**config.mk**
```make
export PLATFORM = sky130hd
export DESIGN_NAME = irq_ctrl_stack
export DESIGN_NICKNAME = d
export VERILOG_FILES = /design/src/rtl/irq_ctrl_pkg.sv /design/src/rtl/irq_sync_edge.sv /design/src/rtl/irq_prio_enc.sv /design/src/rtl/irq_ret_stack.sv /design/src/rtl/irq_ctrl_stack.sv
export SDC_FILE = /design/constraint.sdc
export NUM_CORES = 1
export LEC_CHECK = 0
export BUFFER_PORTS_ARGS = -buffer_cell sky130_fd_sc_hd__clkbuf_2
export CORE_ASPECT_RATIO = 1.5
export CORE_MARGIN = 2
export CORE_UTILIZATION = 50
export CTS_BUF_LIST = sky130_fd_sc_hd__clkbuf_16
export CTS_CLUSTER_SIZE = 25
export DETAILED_ROUTE_END_ITERATION = 10
export MAX_ROUTING_LAYER = met4
export PLACE_DENSITY = 0.73
export SLEW_MARGIN = 0
export SYNTH_ARGS = -nofsm -noshare
export SYNTH_HDL_FRONTEND = slang
export SYNTH_HIERARCHICAL = 1
export SYNTH_SLANG_ARGS = --single-unit
```
**constraint.sdc**
```tcl
create_clock -name clk -period 2.9 [get_ports clk]
set_input_delay 0.725 -clock clk [delete_from_list [all_inputs] [get_ports clk]]
set_output_delay 0.725 -clock clk [all_outputs]
set_load 0.005 [all_outputs]
```
**src/rtl/irq_ctrl_pkg.sv**
```systemverilog
package irq_ctrl_pkg;
  typedef enum logic [1:0] {
    SRC_NONE,
    SRC_RESET,
    SRC_NMI,
    SRC_MASKABLE
  } src_kind_e;

  // source number of the first maskable flag (reset = 0, NMI = 1)
  localparam int MASK_BASE = 2;
endpackage

```
**src/rtl/irq_sync_edge.sv**
```systemverilog
module irq_sync_edge #(
  parameter int W = 4
) (
  input  logic         clk,
  input  logic         rst_n,
  input  logic [W-1:0] line_n,
  output logic [W-1:0] fall
);
  for (genvar g = 0; g < W; g++) begin : g_line
    logic s1, s2, s3;
    always_ff @(posedge clk or negedge rst_n) begin
      if (!rst_n) begin
        s1 <= 1'b1;
        s2 <= 1'b1;
        s3 <= 1'b1;
      end else begin
        s1 <= line_n[g];
        s2 <= s1;
        s3 <= s2;
      end
    end
    assign fall[g] = s3 & ~s2;
  end
endmodule

```
**src/rtl/irq_prio_enc.sv**
```systemverilog
module irq_prio_enc #(
  parameter int N = 7,
  localparam int IW = (N > 1) ? $clog2(N) : 1
) (
  input  logic [N-1:0]  req,
  output logic          any,
  output logic [IW-1:0] idx
);
  always_comb begin
    any = 1'b0;
    idx = '0;
    for (int i = N - 1; i >= 0; i--) begin
      if (req[i]) begin
        any = 1'b1;
        idx = IW'(i);
      end
    end
  end
endmodule

```
**src/rtl/irq_ret_stack.sv**
```systemverilog
module irq_ret_stack #(
  parameter int DEPTH = 8,
  parameter int DW    = 16,
  localparam int LW   = $clog2(DEPTH + 1)
) (
  input  logic          clk,
  input  logic          rst_n,
  input  logic          clear,
  input  logic          push,
  input  logic          pop,
  input  logic [DW-1:0] din,
  output logic [DW-1:0] top,
  output logic [LW-1:0] level,
  output logic          ovf
);
  logic [DW-1:0] ent [DEPTH];

  always_ff @(posedge clk or negedge rst_n) begin
    if (!rst_n) begin
      for (int i = 0; i < DEPTH; i++) ent[i] <= '0;
      level <= '0;
      ovf   <= 1'b0;
    end else if (clear) begin
      level <= '0;
      ovf   <= 1'b0;
    end else if (push) begin
      ent[0] <= din;
      for (int i = 1; i < DEPTH; i++) ent[i] <= ent[i-1];
      if (level == LW'(DEPTH)) ovf <= 1'b1;
      else                     level <= level + 1'b1;
    end else if (pop) begin
      for (int i = 0; i < DEPTH - 1; i++) ent[i] <= ent[i+1];
      if (level != '0) level <= level - 1'b1;
    end
  end

  assign top = ent[0];
endmodule

```
**src/rtl/irq_ctrl_stack.sv**
```systemverilog
module irq_ctrl_stack
  import irq_ctrl_pkg::*;
#(
  parameter int NUM_EXT   = 3,
  parameter int NUM_INT   = 4,
  parameter int PC_W      = 16,
  parameter int STK_DEPTH = 8,
  localparam int NM       = NUM_EXT + NUM_INT,
  localparam int VEC_W    = $clog2(NM + MASK_BASE) + 1,
  localparam int LVL_W    = $clog2(STK_DEPTH + 1)
) (
  input  logic             clk,
  input  logic             rst_n,
  input  logic             rst_irq,
  input  logic             nmi_n,
  input  logic [NUM_EXT-1:0] ext_irq_n,
  input  logic [NUM_INT-1:0] int_irq,
  input  logic [NM-1:0]    flag_set,
  input  logic [NM-1:0]    flag_clr,
  output logic [NM-1:0]    flag_q,
  input  logic             mask_we,
  input  logic [NM-1:0]    mask_d,
  output logic [NM-1:0]    mask_q,
  input  logic             gdis_clr,
  output logic             gdis_q,
  input  logic             busy,
  output logic             irq_valid,
  input  logic             irq_ready,
  output logic [VEC_W-1:0] irq_vec,
  input  logic [PC_W-1:0]  pc_in,
  input  logic             call_push,
  input  logic             ret_pop,
  output logic [PC_W-1:0]  ret_pc,
  output logic [LVL_W-1:0] stk_level,
  output logic             stk_ovf
);
  localparam int IW = (NM > 1) ? $clog2(NM) : 1;
  localparam int SW = VEC_W - 1;

  logic [NUM_EXT:0] fall;
  logic [NM-1:0]    hw_ev, enabled, acc_clr;
  logic             rst_pend, nmi_pend, any_m, acc;
  logic [IW-1:0]    idx_m;
  logic [SW-1:0]    src_num;
  src_kind_e        kind;

  irq_sync_edge #(.W(NUM_EXT + 1)) u_sync (
    .clk    (clk),
    .rst_n  (rst_n),
    .line_n ({nmi_n, ext_irq_n}),
    .fall   (fall)
  );

  assign hw_ev   = {int_irq, fall[NUM_EXT-1:0]};
  assign enabled = flag_q & mask_q & {NM{~gdis_q}};

  irq_prio_enc #(.N(NM)) u_enc (
    .req (enabled),
    .any (any_m),
    .idx (idx_m)
  );

  always_comb begin
    if (rst_pend) begin
      kind    = SRC_RESET;
      src_num = '0;
    end else if (nmi_pend) begin
      kind    = SRC_NMI;
      src_num = SW'(1);
    end else if (any_m) begin
      kind    = SRC_MASKABLE;
      src_num = SW'(idx_m) + SW'(MASK_BASE);
    end else begin
      kind    = SRC_NONE;
      src_num = '0;
    end
  end

  assign irq_vec   = {src_num, 1'b0};
  assign irq_valid = (kind != SRC_NONE) && !busy;
  assign acc       = irq_valid && irq_ready;
  assign acc_clr   = (acc && kind == SRC_MASKABLE) ? (NM'(1) << idx_m) : '0;

  always_ff @(posedge clk or negedge rst_n) begin
    if (!rst_n) begin
      flag_q   <= '0;
      mask_q   <= '0;
      gdis_q   <= 1'b1;
      rst_pend <= 1'b0;
      nmi_pend <= 1'b0;
    end else begin
      flag_q   <= (flag_q & ~flag_clr & ~acc_clr) | hw_ev | (flag_set & ~flag_clr);
      if (mask_we) mask_q <= mask_d;
      if (acc && (kind == SRC_MASKABLE || kind == SRC_RESET)) gdis_q <= 1'b1;
      else if (gdis_clr)                                      gdis_q <= 1'b0;
      rst_pend <= rst_irq | (rst_pend & ~(acc && kind == SRC_RESET));
      nmi_pend <= fall[NUM_EXT] | (nmi_pend & ~(acc && kind == SRC_NMI));
    end
  end

  logic st_clear, st_push, st_pop;
  assign st_clear = acc && kind == SRC_RESET;
  assign st_push  = acc ? (kind != SRC_RESET) : call_push;
  assign st_pop   = !acc && !call_push && ret_pop;

  irq_ret_stack #(.DEPTH(STK_DEPTH), .DW(PC_W)) u_stack (
    .clk   (clk),
    .rst_n (rst_n),
    .clear (st_clear),
    .push  (st_push),
    .pop   (st_pop),
    .din   (pc_in),
    .top   (ret_pc),
    .level (stk_level),
    .ovf   (stk_ovf)
  );
endmodule

```
* Word-level counts from Yosys, hierarchy flattened *
Cells that the tools add are included.

storage, ports and cells
  flip-flop bits (word level) = 162
  bits of input ports = 54

operators by class
  add/sub/neg operators = 3
  equality and inequality tests = 6
  shift operators = 1
  multiplexer cells = 34
  bitwise operators = 24
  reduce and logical (&&, ||, !) cells = 24

operator list
  operator             number
  $mux 112             2
  $and 7x7->7          5
  $mux 4               8
  $mux 3               7
  $not 7->7            2
  $or 7x7->7           2
  $mux 1               13
  $reduce_bool 2->1    5
  $logic_and 1x1->1    8
  $mux 7               1
  $not 1->1            7
  $shl 1x3->7 const A  1
  $and 1x1->1          6
  $mux 2               3
  $reduce_and 2->1     3
  $reduce_bool 3->1    2
  $add 3x2->4 const B  1
  $add 4x1->4 const B  1
  $eq 2x2->1 const B   2
  $eq 4x4->1 const B   1
  $reduce_bool 4->1    1
  $sub 4x1->4 const B  1
  $logic_not 1->1      3
  $ne 3x3->1 const B   1
  other kinds (5)      6

* Depth between registers and ports, before layout *
Gate-level depths: netlist of run 1.

  depth after elaboration = 21
  gate-level depth with buffers = 13
  mapped depth without buffers = 11

* Cells and area by module *
Netlist of run 1, hierarchy kept.

by module, submodules not included
  module          instances  cells each  area an instance (µm²)  seq. area each (µm²)
  irq_ret_stack   1          578         6409.9                  3328.2
  irq_ctrl_stack  1          93          948.4                   426.7
  irq_sync_edge   1          16          370.4                   315.3
  irq_prio_enc    1          11          66.3                    0.0

* Least setup slack after synthesis of run 1 *
OpenSTA, ideal clock, no wires.

  path type = flip-flop to flip-flop
  start point = register gdis_q
  end point = register u_stack/ent[66] (netlist name)
  library setup time = 127 ps
  arrival = 2790 ps
  path slack = -17 ps
  cell stages (with the launch flop) = 14
  clock period less this slack = 2917 ps
  path through = dfstp_2 inv_1 and3_1 nor4_2 nand2_1 nor3_1 nor2_1 nor3b_1 o21bai_4 buf_6 buf_12 buf_8 nand2_1 o21ai_2

RTL lines
  item                                RTL line               source
  from (decl)                         irq_ctrl_stack.sv:25   output logic gdis_q,
  from (signal assigned)              irq_ctrl_stack.sv:88   gdis_q <= 1'b1;
  from (signal assigned)              irq_ctrl_stack.sv:94   if (acc && (kind == SRC_MASKABLE || kind == SRC_RESET)) gdis_q <= 1'b1;
  from (signal assigned)              irq_ctrl_stack.sv:95   else if (gdis_clr) gdis_q <= 1'b0;
  $not 1->1                           irq_ctrl_stack.sv:55   assign enabled = flag_q & mask_q & {NM{~gdis_q}};
  $and 7x7->7                         irq_ctrl_stack.sv:55
  named net enabled[3]                irq_ctrl_stack.sv:41   logic [NM-1:0] hw_ev, enabled, acc_clr;
  $mux 1 (4 in series)                irq_prio_enc.sv:13     if (req[i]) begin
  named net any_m                     irq_ctrl_stack.sv:42   logic rst_pend, nmi_pend, any_m, acc;
  $mux 2                              irq_ctrl_stack.sv:70   end else if (any_m) begin
  $mux 2                              irq_ctrl_stack.sv:67   end else if (nmi_pend) begin
  $mux 2                              irq_ctrl_stack.sv:64   if (rst_pend) begin
  $reduce_bool 2->1                   irq_ctrl_stack.sv:80   assign irq_valid = (kind != SRC_NONE) && !busy;
  $logic_and 1x1->1                   irq_ctrl_stack.sv:80
  $logic_and 1x1->1                   irq_ctrl_stack.sv:81   assign acc = irq_valid && irq_ready;
  $logic_not 1->1                     irq_ctrl_stack.sv:104  assign st_pop = !acc && !call_push && ret_pop;
  $logic_and 1x1->1 (2 in series)     irq_ctrl_stack.sv:104
  named net st_pop                    irq_ctrl_stack.sv:101  logic st_clear, st_push, st_pop;
  $reduce_bool 2->1 (no source line)  --
  $reduce_and 2->1 (no source line)   --
  to (decl)                           irq_ret_stack.sv:16    logic [DW-1:0] ent [DEPTH];

The timed path passes the listed nets, and every way through them passes these cells.
A chain may end at the register's enable or synchronous reset.

* Final worst setup path of run 1 *
  start point = register gdis_q
  end point = output irq_vec[3]

RTL lines
  item                  RTL line              source
  $not 1->1             irq_ctrl_stack.sv:55
  $and 7x7->7           irq_ctrl_stack.sv:55
  named net enabled[1]  irq_ctrl_stack.sv:41
  $mux 3 (2 in series)  irq_prio_enc.sv:13
  named net idx_m[2]    irq_ctrl_stack.sv:43  logic [IW-1:0] idx_m;
  $add 3x2->4           irq_ctrl_stack.sv:72  src_num = SW'(idx_m) + SW'(MASK_BASE);
  $mux 4                irq_ctrl_stack.sv:70
  $mux 4                irq_ctrl_stack.sv:67
  $mux 4                irq_ctrl_stack.sv:64
  to (decl)             irq_ctrl_stack.sv:29  output logic [VEC_W-1:0] irq_vec,

The timed path passes the listed nets, and every way through them passes these cells.

==> results.md, run 1 <==
- Layout cells sized above 1: 31.39%
- Post-Place Setup Slack: 40.18 ps
- Root Driver: clkbuf_16
- WL/cell: between 15 and 20 um
- CP max FO: 8
- Area of the multi-input gates: roughly 0.0033 sq mm
- Final setup fails: 1
- Initial core utilization: between 50% and 60%
- Vias in the first global route: between 5000 and 6000
- Lkg Pwr: between 0.004 and 0.005 uW
- Initial DRC count: just under 400
- Fin. max-slew vios: 0
- Antenna viol nets, final: 0
- # nets final: around 840
- DP Area: between 0.008 and 0.009 sq mm
- First-pass GRT wire length: 26110 um
- Crit path DAT: ~2200 ps
- Drt total wl: approximately 16000 um
- Mapped cell area: just under 0.008 sq mm
- DP HPWL: about 11000 um
- Number of I/O pins: between 90 and 100
- Asr flop ratio synth: 100.0%
- Worst-Margin Slew: 544.2 ps
- GPL Wtd Cong: 0.9345
- Number of buffers added on ports: 94
- Cell count after synthesis: 698
- Post-synth cell types: 53
- DR vias: ~5400
- Syn Nets: ~760
- CP cell instances: inv_4, and3_4, nor4_4, nor2b_4, ha_4, and3_4, buf_6
- CP startpoint kind: flop
- Number of remaining DRC errors: 0
- Die width: between 100 and 150 um
- TritonRoute pass-1 iters: 4
- Endpoints failing hold: 0
- Yosys warning count: 6
- Fmax: around 340 MHz
- Core area: around 0.015 sq mm
- Final total power: 7624 uW
- Routed vias/inst: between 5 and 6
- Critical Path Slowest Stage Cell: dfstp_2
- Relative slew slack: between 60 and 70%
- Die H: about 160 um
- Hold Buf Count CTS: 0
- Post-synthesis register bit count: 162
- TritonCTS clock tree: built
- CTS Sinks: about 160
- Clk slew on worst S/H paths: 70 ps
- CTS buffer count: 17
- Minimum clock period: 2957 ps
- Max Cap Viol: 0
- Final setup margin: -57.28 ps
- Peak supply drop: ~0.00045 V
- WP buf/inv: 2
- Clk_skew: roughly 9 ps
- Crit path depth: 7
- Register area: a little over 0.004 sq mm
- Initial antenna violation count: 1
- Most used cell, CP: and3_4
- GRT Total Usage: about a fifth
- Clock Latency Late Sink: 420 ps
- HP Class: in -> async
- Worst Setup End Kind: output port
- Crit path required time: approximately 2200 ps
- Largest net degree at the start of global routing: a little under 90
- Cell row count: 55
- Area growth syn-to-layout: 17.70%
- Power Dens Cells: approximately 830 mW/mm^2
- Number of enable flip-flop cells after synthesis: 0
- Mean Syn Cell Area: ~11 sq um
- CP top delay family: simple AND/OR/NAND/NOR gates
- Final Cycle Share: 102.0%
- Failing checks: negative setup slack
- Sequential-to-total area share from yosys stat: approximately 52%
- Post-route cell area: between 0.009 and 0.01 sq mm
- Critical setup path kind: reg -> out
- Congestion Overflow GR: 0
- Outcome: complete, but fails checks
- H-tree Lvls: 4
- Clock Path Buffers: 2
- Main synth FF type: dfrtp_1
- RSZ-0062 raised after global routing: true
- Full die area: 0.01662 sq mm
- Reg2Reg Depth: 11
- Max stage delay on crit path: 570 ps
- Fillers: 1171
==> worst paths after layout <==
kind                                  endpoint  slack [ps]                 from
setup / recovery                    irq_vec[3]         -60               gdis_q
hold / removal                        nmi_pend         250                rst_n
setup reg to reg              u_stack/level[1]         140               gdis_q
hold reg to reg            u_sync/g_line[1].s2         360  u_sync/g_line[1].s1
max in group asynchronous  u_sync/g_line[0].s3        1900                rst_n
min in group clk           u_sync/g_line[1].s2         360  u_sync/g_line[1].s1
==> per-layer routing <==
layer	track usage, %	routed length, um	vias up
li1	-	-	2576
met1	22.82	6625	2617
met2	34.47	8386	151
met3	4.928	760	30
met4	7.832	346	0
met5	-	0	-
==> power breakdown <==
part / total (uW) / internal, uW / switching, uW
clock: 2250 / 1300 / 954
sequential: 3560 / 2960 / 604
combinational: 1810 / 899 / 911
total: 7620 / 5160 / 2470
==> registers in the layout, summed over array words and instances (netlist names) <==
register          flops
u_stack/ent         112
u_stack/top          16
flag_q                7
mask_q                7
u_stack/level         4
u_sync/g_line.s1      4
u_sync/g_line.s2      4
u_sync/g_line.s3      4
gdis_q                1
nmi_pend              1
rst_pend              1
u_stack/ovf           1
==> synthesized netlist by cell type, types with 2 or more instances <==
master	instances	share of area, %
nor3_1	5	0.32
a211o_1	6	0.67
buf_6	2	0.29
mux2_2	23	3.3
ha_1	3	0.48
o21ai_2	30	3.4
o221ai_1	2	0.22
and2_1	2	0.16
dfrtp_1	149	48
inv_1	16	0.77
mux2i_1	112	14
o21bai_1	2	0.19
a311oi_1	3	0.34
nor4_2	2	0.32
nor2b_1	5	0.40
dfstp_2	13	4.4
nand2_1	114	5.5
nand3_1	3	0.19
clkbuf_2	3	0.19
buf_8	6	1.2
nand2b_1	8	0.64
nor2b_4	4	0.71
nor2_1	8	0.39
and3_1	9	0.72
a21oi_1	11	0.71
buf_4	28	2.7
o21ai_0	56	3.6
buf_2	12	0.77
o21ai_1	30	1.9
clkbuf_1	8	0.39
==> cells in the final DEF, fill, tap and decap left out, drive strengths merged, types with 2 or more instances in the layout <==
| cell | instances |
|---|---|
| a211o | 6 |
| a21oi | 11 |
| a311oi | 3 |
| and2 | 3 |
| and3 | 9 |
| buf | 28 |
| bufinv | 2 |
| clkbuf | 109 |
| clkinv | 2 |
| clkinvlp | 2 |
| dfrtp | 149 |
| dfstp | 13 |
| ha | 3 |
| inv | 25 |
| mux2 | 23 |
| mux2i | 112 |
| nand2 | 114 |
| nand2b | 8 |
| nand3 | 3 |
| nor2 | 8 |
| nor2b | 9 |
| nor3 | 5 |
| nor4 | 2 |
| o21ai | 116 |
| o21bai | 3 |
| o221ai | 2 |
==> kinds of logic after synthesis <==
group           after synthesis  synth area share [%]
simple gates                168                 10.29
flops                       162                 52.22
buf+inv                      76                 6.517
other cells                   1               0.04811
fa+ha+maj                     4                0.7384
xor+xnor                      1                0.1124
compound gates              151                 12.38
mux                         135                 17.70
==> stage by stage <==
stage | std cells | hold slack, ps | utilization, % | setup TNS (ps)
floorplan | 698 | 345.2 | - | 0
global placement | 950 | 345.3 | 55.28 | 0
detailed placement | 950 | 347.6 | 55.28 | 0
CTS | 983 | 270.2 | 59.74 | -34.04
global route | 990 | 294.3 | 60.60 | -334.8
finish | 990 | 254.6 | 60.60 | -57.28
==> worst reg2reg max path, cell delays in order (launching register included) <==
cell and delay, ps:
dfstp_2 570, inv_4 60, and3_4 170, nor3_2 300, nand2_2 210, o21ai_2 160
buf_4 130, a21oi_4 80, fa_1 560, and3b_1 180, o21ai_0 140, a21oi_1 80
==> cell type report <==
cell class                      instances  area share (%)
Antenna cell                            1         0.02727
Clock buffer                           17           4.637
Clock inverter                         15           1.868
Inverter                               16          0.6818
Multi-Input combinational cell        460           36.41
Sequential cell                       162           44.36
Tap cell                              199           2.714
Timing Repair Buffer                  120           9.300
==> timing repair <==
item	4_1_cts	5_1_grt
cloned	0	1
buffers inserted	1	5
setup endpoints to repair	4	121
gates resized for setup	18	14
pin swaps	7	9
Note: power is estimated with default switching activity, not from simulation.
==> run 2, diff against run 1 <==
--- a/config.mk
+++ b/config.mk
@@ -12,8 +12,10 @@
 export CTS_BUF_LIST = sky130_fd_sc_hd__clkbuf_16
 export CTS_CLUSTER_SIZE = 25
 export DETAILED_ROUTE_END_ITERATION = 10
+export HOLD_SLACK_MARGIN = 0.03
 export MAX_ROUTING_LAYER = met4
 export PLACE_DENSITY = 0.73
+export SETUP_SLACK_MARGIN = 0.4
 export SLEW_MARGIN = 0
 export SYNTH_ARGS = -nofsm -noshare
 export SYNTH_HDL_FRONTEND = slang
==> run 2 against run 1 <==
  * The flow still finishes with violations (negative setup slack)
  * Register-to-register slack got worse by 280 ps
  * Cell count up 5.3%
  * Critical path depth unchanged
  * First-iteration DRC count grew 52%
  * Clock power up 3%
  * Design area grew 22%
  * Critical path type unchanged
  * Global-route usage is 1.7 points higher
  * Die area is the same
  * Routed wire length rose by 54%
  * Clock-buffer cell count unchanged
  * Setup slack worse by 83 ps
==> results.md, run 2 (synthesis results as in run 1) <==
- Critical setup path kind: reg -> out
- Drt total wl: 24770 um (+54%)
- Vias in the first global route: 5627 (+6.5%)
- H-tree Lvls: 4 (unchanged)
- Relative slew slack: 53.95% (-9.8 points)
- WL/cell: 23.77 um (+46%)
- DR vias: 6357 (+18%)
- Worst Setup End Kind: output port
- Congestion Overflow GR: 0 (unchanged)
- GPL Wtd Cong: 1.015 (+8.7%)
- Endpoints failing hold: 0 (unchanged)
- Core area: 0.01514 sq mm (unchanged)
- Crit path DAT: 2320 ps (+90 ps)
- M2 GR Usage: 37.97% (+3.5 points)
- GR Util met3: 4.472% (-0.46 points)
- Antenna diodes: 0 (-1)
- Clock Latency Late Sink: 430 ps (about the same)
- Peak supply drop: 0.0003877 V (-14%)
- # nets final: 888 (+6.3%)
- Outcome: complete, but fails checks
- Root Driver: clkbuf_16
- Largest net degree at the start of global routing: 70 (-21%)
- Initial core utilization: 51.49% (unchanged)
- Clock Path Buffers: 2 (unchanged)
- Max Cap Viol: 0 (unchanged)
- Worst-Margin Slew: 689.0 ps (+144.9 ps)
- Lkg Pwr: 0.005672 uW (+29%)
- Core Util, Final: 74.06% (+13 points)
- Cell row count: 55 (unchanged)
- Failing checks: negative setup slack
- Largest register FFs: 112 (unchanged)
- Full die area: 0.01662 sq mm (unchanged)
- Number of I/O pins: 96 (unchanged)
- CP startpoint: gdis_q
- R2r startpoint: gdis_q
- CTS buffer count: 17 (unchanged)
- HP Class: in -> async
- Final total power: 9217 uW (+21%)
- Final Cycle Share: 104.8% (+2.9 points)
- Die H: 156.9 um (unchanged)
- CP startpoint kind: flop
- Placed insts: 949 (-0.11%)
- Antenna viol nets, final: 0 (unchanged)
- Number of remaining DRC errors: 0 (unchanged)
- GRT Total Usage: 21.80% (+1.7 points)
- Hold Buf Count CTS: 0 (unchanged)
- Most frequent cells in the layout: 149 x dfrtp_1, 110 x mux2i_1, 91 x clkbuf_2
- Post-Place Setup Slack: 164.6 ps (+124.4 ps)
- Clk_skew: 9.928 ps (+0.6808 ps)
- RSZ-0062 raised after global routing: true
- Number of buffers added on ports: 94 (unchanged)
- TritonRoute pass-1 iters: 5 (+1)
- CTS Sinks: 162 (unchanged)
- M1 GR Usage: 24.88% (+2.1 points)
- Fmax: 328.9 MHz (-2.7%)
- DP HPWL: 10720 um (+0.44%)
- First-pass GRT wire length: 28210 um (+8.1%)
- Initial DRC count: 604 (+52%)
- GRT Max-Usage Layer: met2
- CP max FO: 8 (unchanged)
- Final setup fails: 48 (+47)
- Layout cells sized above 1: 56.94% (+26 points)
- Fin. max-slew vios: 0 (unchanged)
- Post-Layout Cell Count: 1042 (+5.3%)
- TritonCTS clock tree: built
- Area growth syn-to-layout: 43.84%
- Minimum clock period: 3040 ps (+82.78 ps)
- Initial antenna violation count: 0 (-1)
- Die width: 105.9 um (unchanged)
- Final setup margin: -140.1 ps (-82.78 ps)
- Crit path required time: 2170 ps (about the same)
- Routed vias/inst: 6.101 (+12%)
- Most common cell after layout, fill and taps aside: dfrtp_1
- Clk slew on worst S/H paths: 70 ps (about the same)
- Largest register by flop count: u_stack/ent
- Power Dens Cells: 822.1 mW/mm^2 (-1.1%)
==> run 2: path summary, 6_finish.rpt <==
kind / endpoint / slack, ps / cells after the start
min in group clk: u_sync/g_line[3].s2 / 360 / 0
setup / recovery: irq_vec[3] / -140 / 7
max in group asynchronous: u_sync/g_line[2].s2 / 1790 / 2
setup reg to reg: u_stack/top[6] / -140 / 13
hold reg to reg: u_sync/g_line[3].s2 / 360 / 0
hold / removal: u_stack/level[3] / 260 / 1
==> run 2: repair_timing <==
| item | 4_1_cts | 5_1_grt |
|---|---|---|
| setup endpoints to repair | 133 | 138 |
| gates resized for setup | 28 | 362 |
| buffers inserted | 14 | 15 |
| gates cloned | 5 | 27 |
| pin swaps | 12 | 104 |
==> run 2: critical path, stage by stage, from the launching register on <==
cell and delay (ps):
dfstp_2 590, inv_4 70, and3_4 190, nor4_4 340
nor2b_4 240, ha_4 210, and3_4 140, clkbuf_2 110
==> run 2: area by class of cell <==
type                            instances  area, sq um
Clock buffer                           17        425.4
Multi-Input combinational cell        460         4390
Fill cell                             776         3928
Timing Repair Buffer                  173         1836
Tap cell                              199        249.0
Clock inverter                         15        171.4
Sequential cell                       162         4070
Inverter                               16        70.07
==> run 2: power breakdown <==
group          total, uW  switching [uW]  internal, uW
Combinational       3010            1480          1530
Clock               2310            1010          1300
Sequential          3900             941          2960
==> run 2: routing by layer <==
metal	part of all wire [%]	wire length (um)	vias up
li1	-	-	2699
met1	39	9566	3235
met2	51	12590	298
met3	5.6	1397	125
met4	4.9	1216	0
met5	0	0	-
==> run 2: stage by stage <==
step	TNS (ps)	hold WS, ps	instance area, sq um
after floorplan	0	345.2	7815
after global placement	0	345.8	8364
after detailed placement	0	347.3	8364
after CTS	0	297.3	9363
after global routing	-5396	324.3	11210
final	-1530	258.6	11210
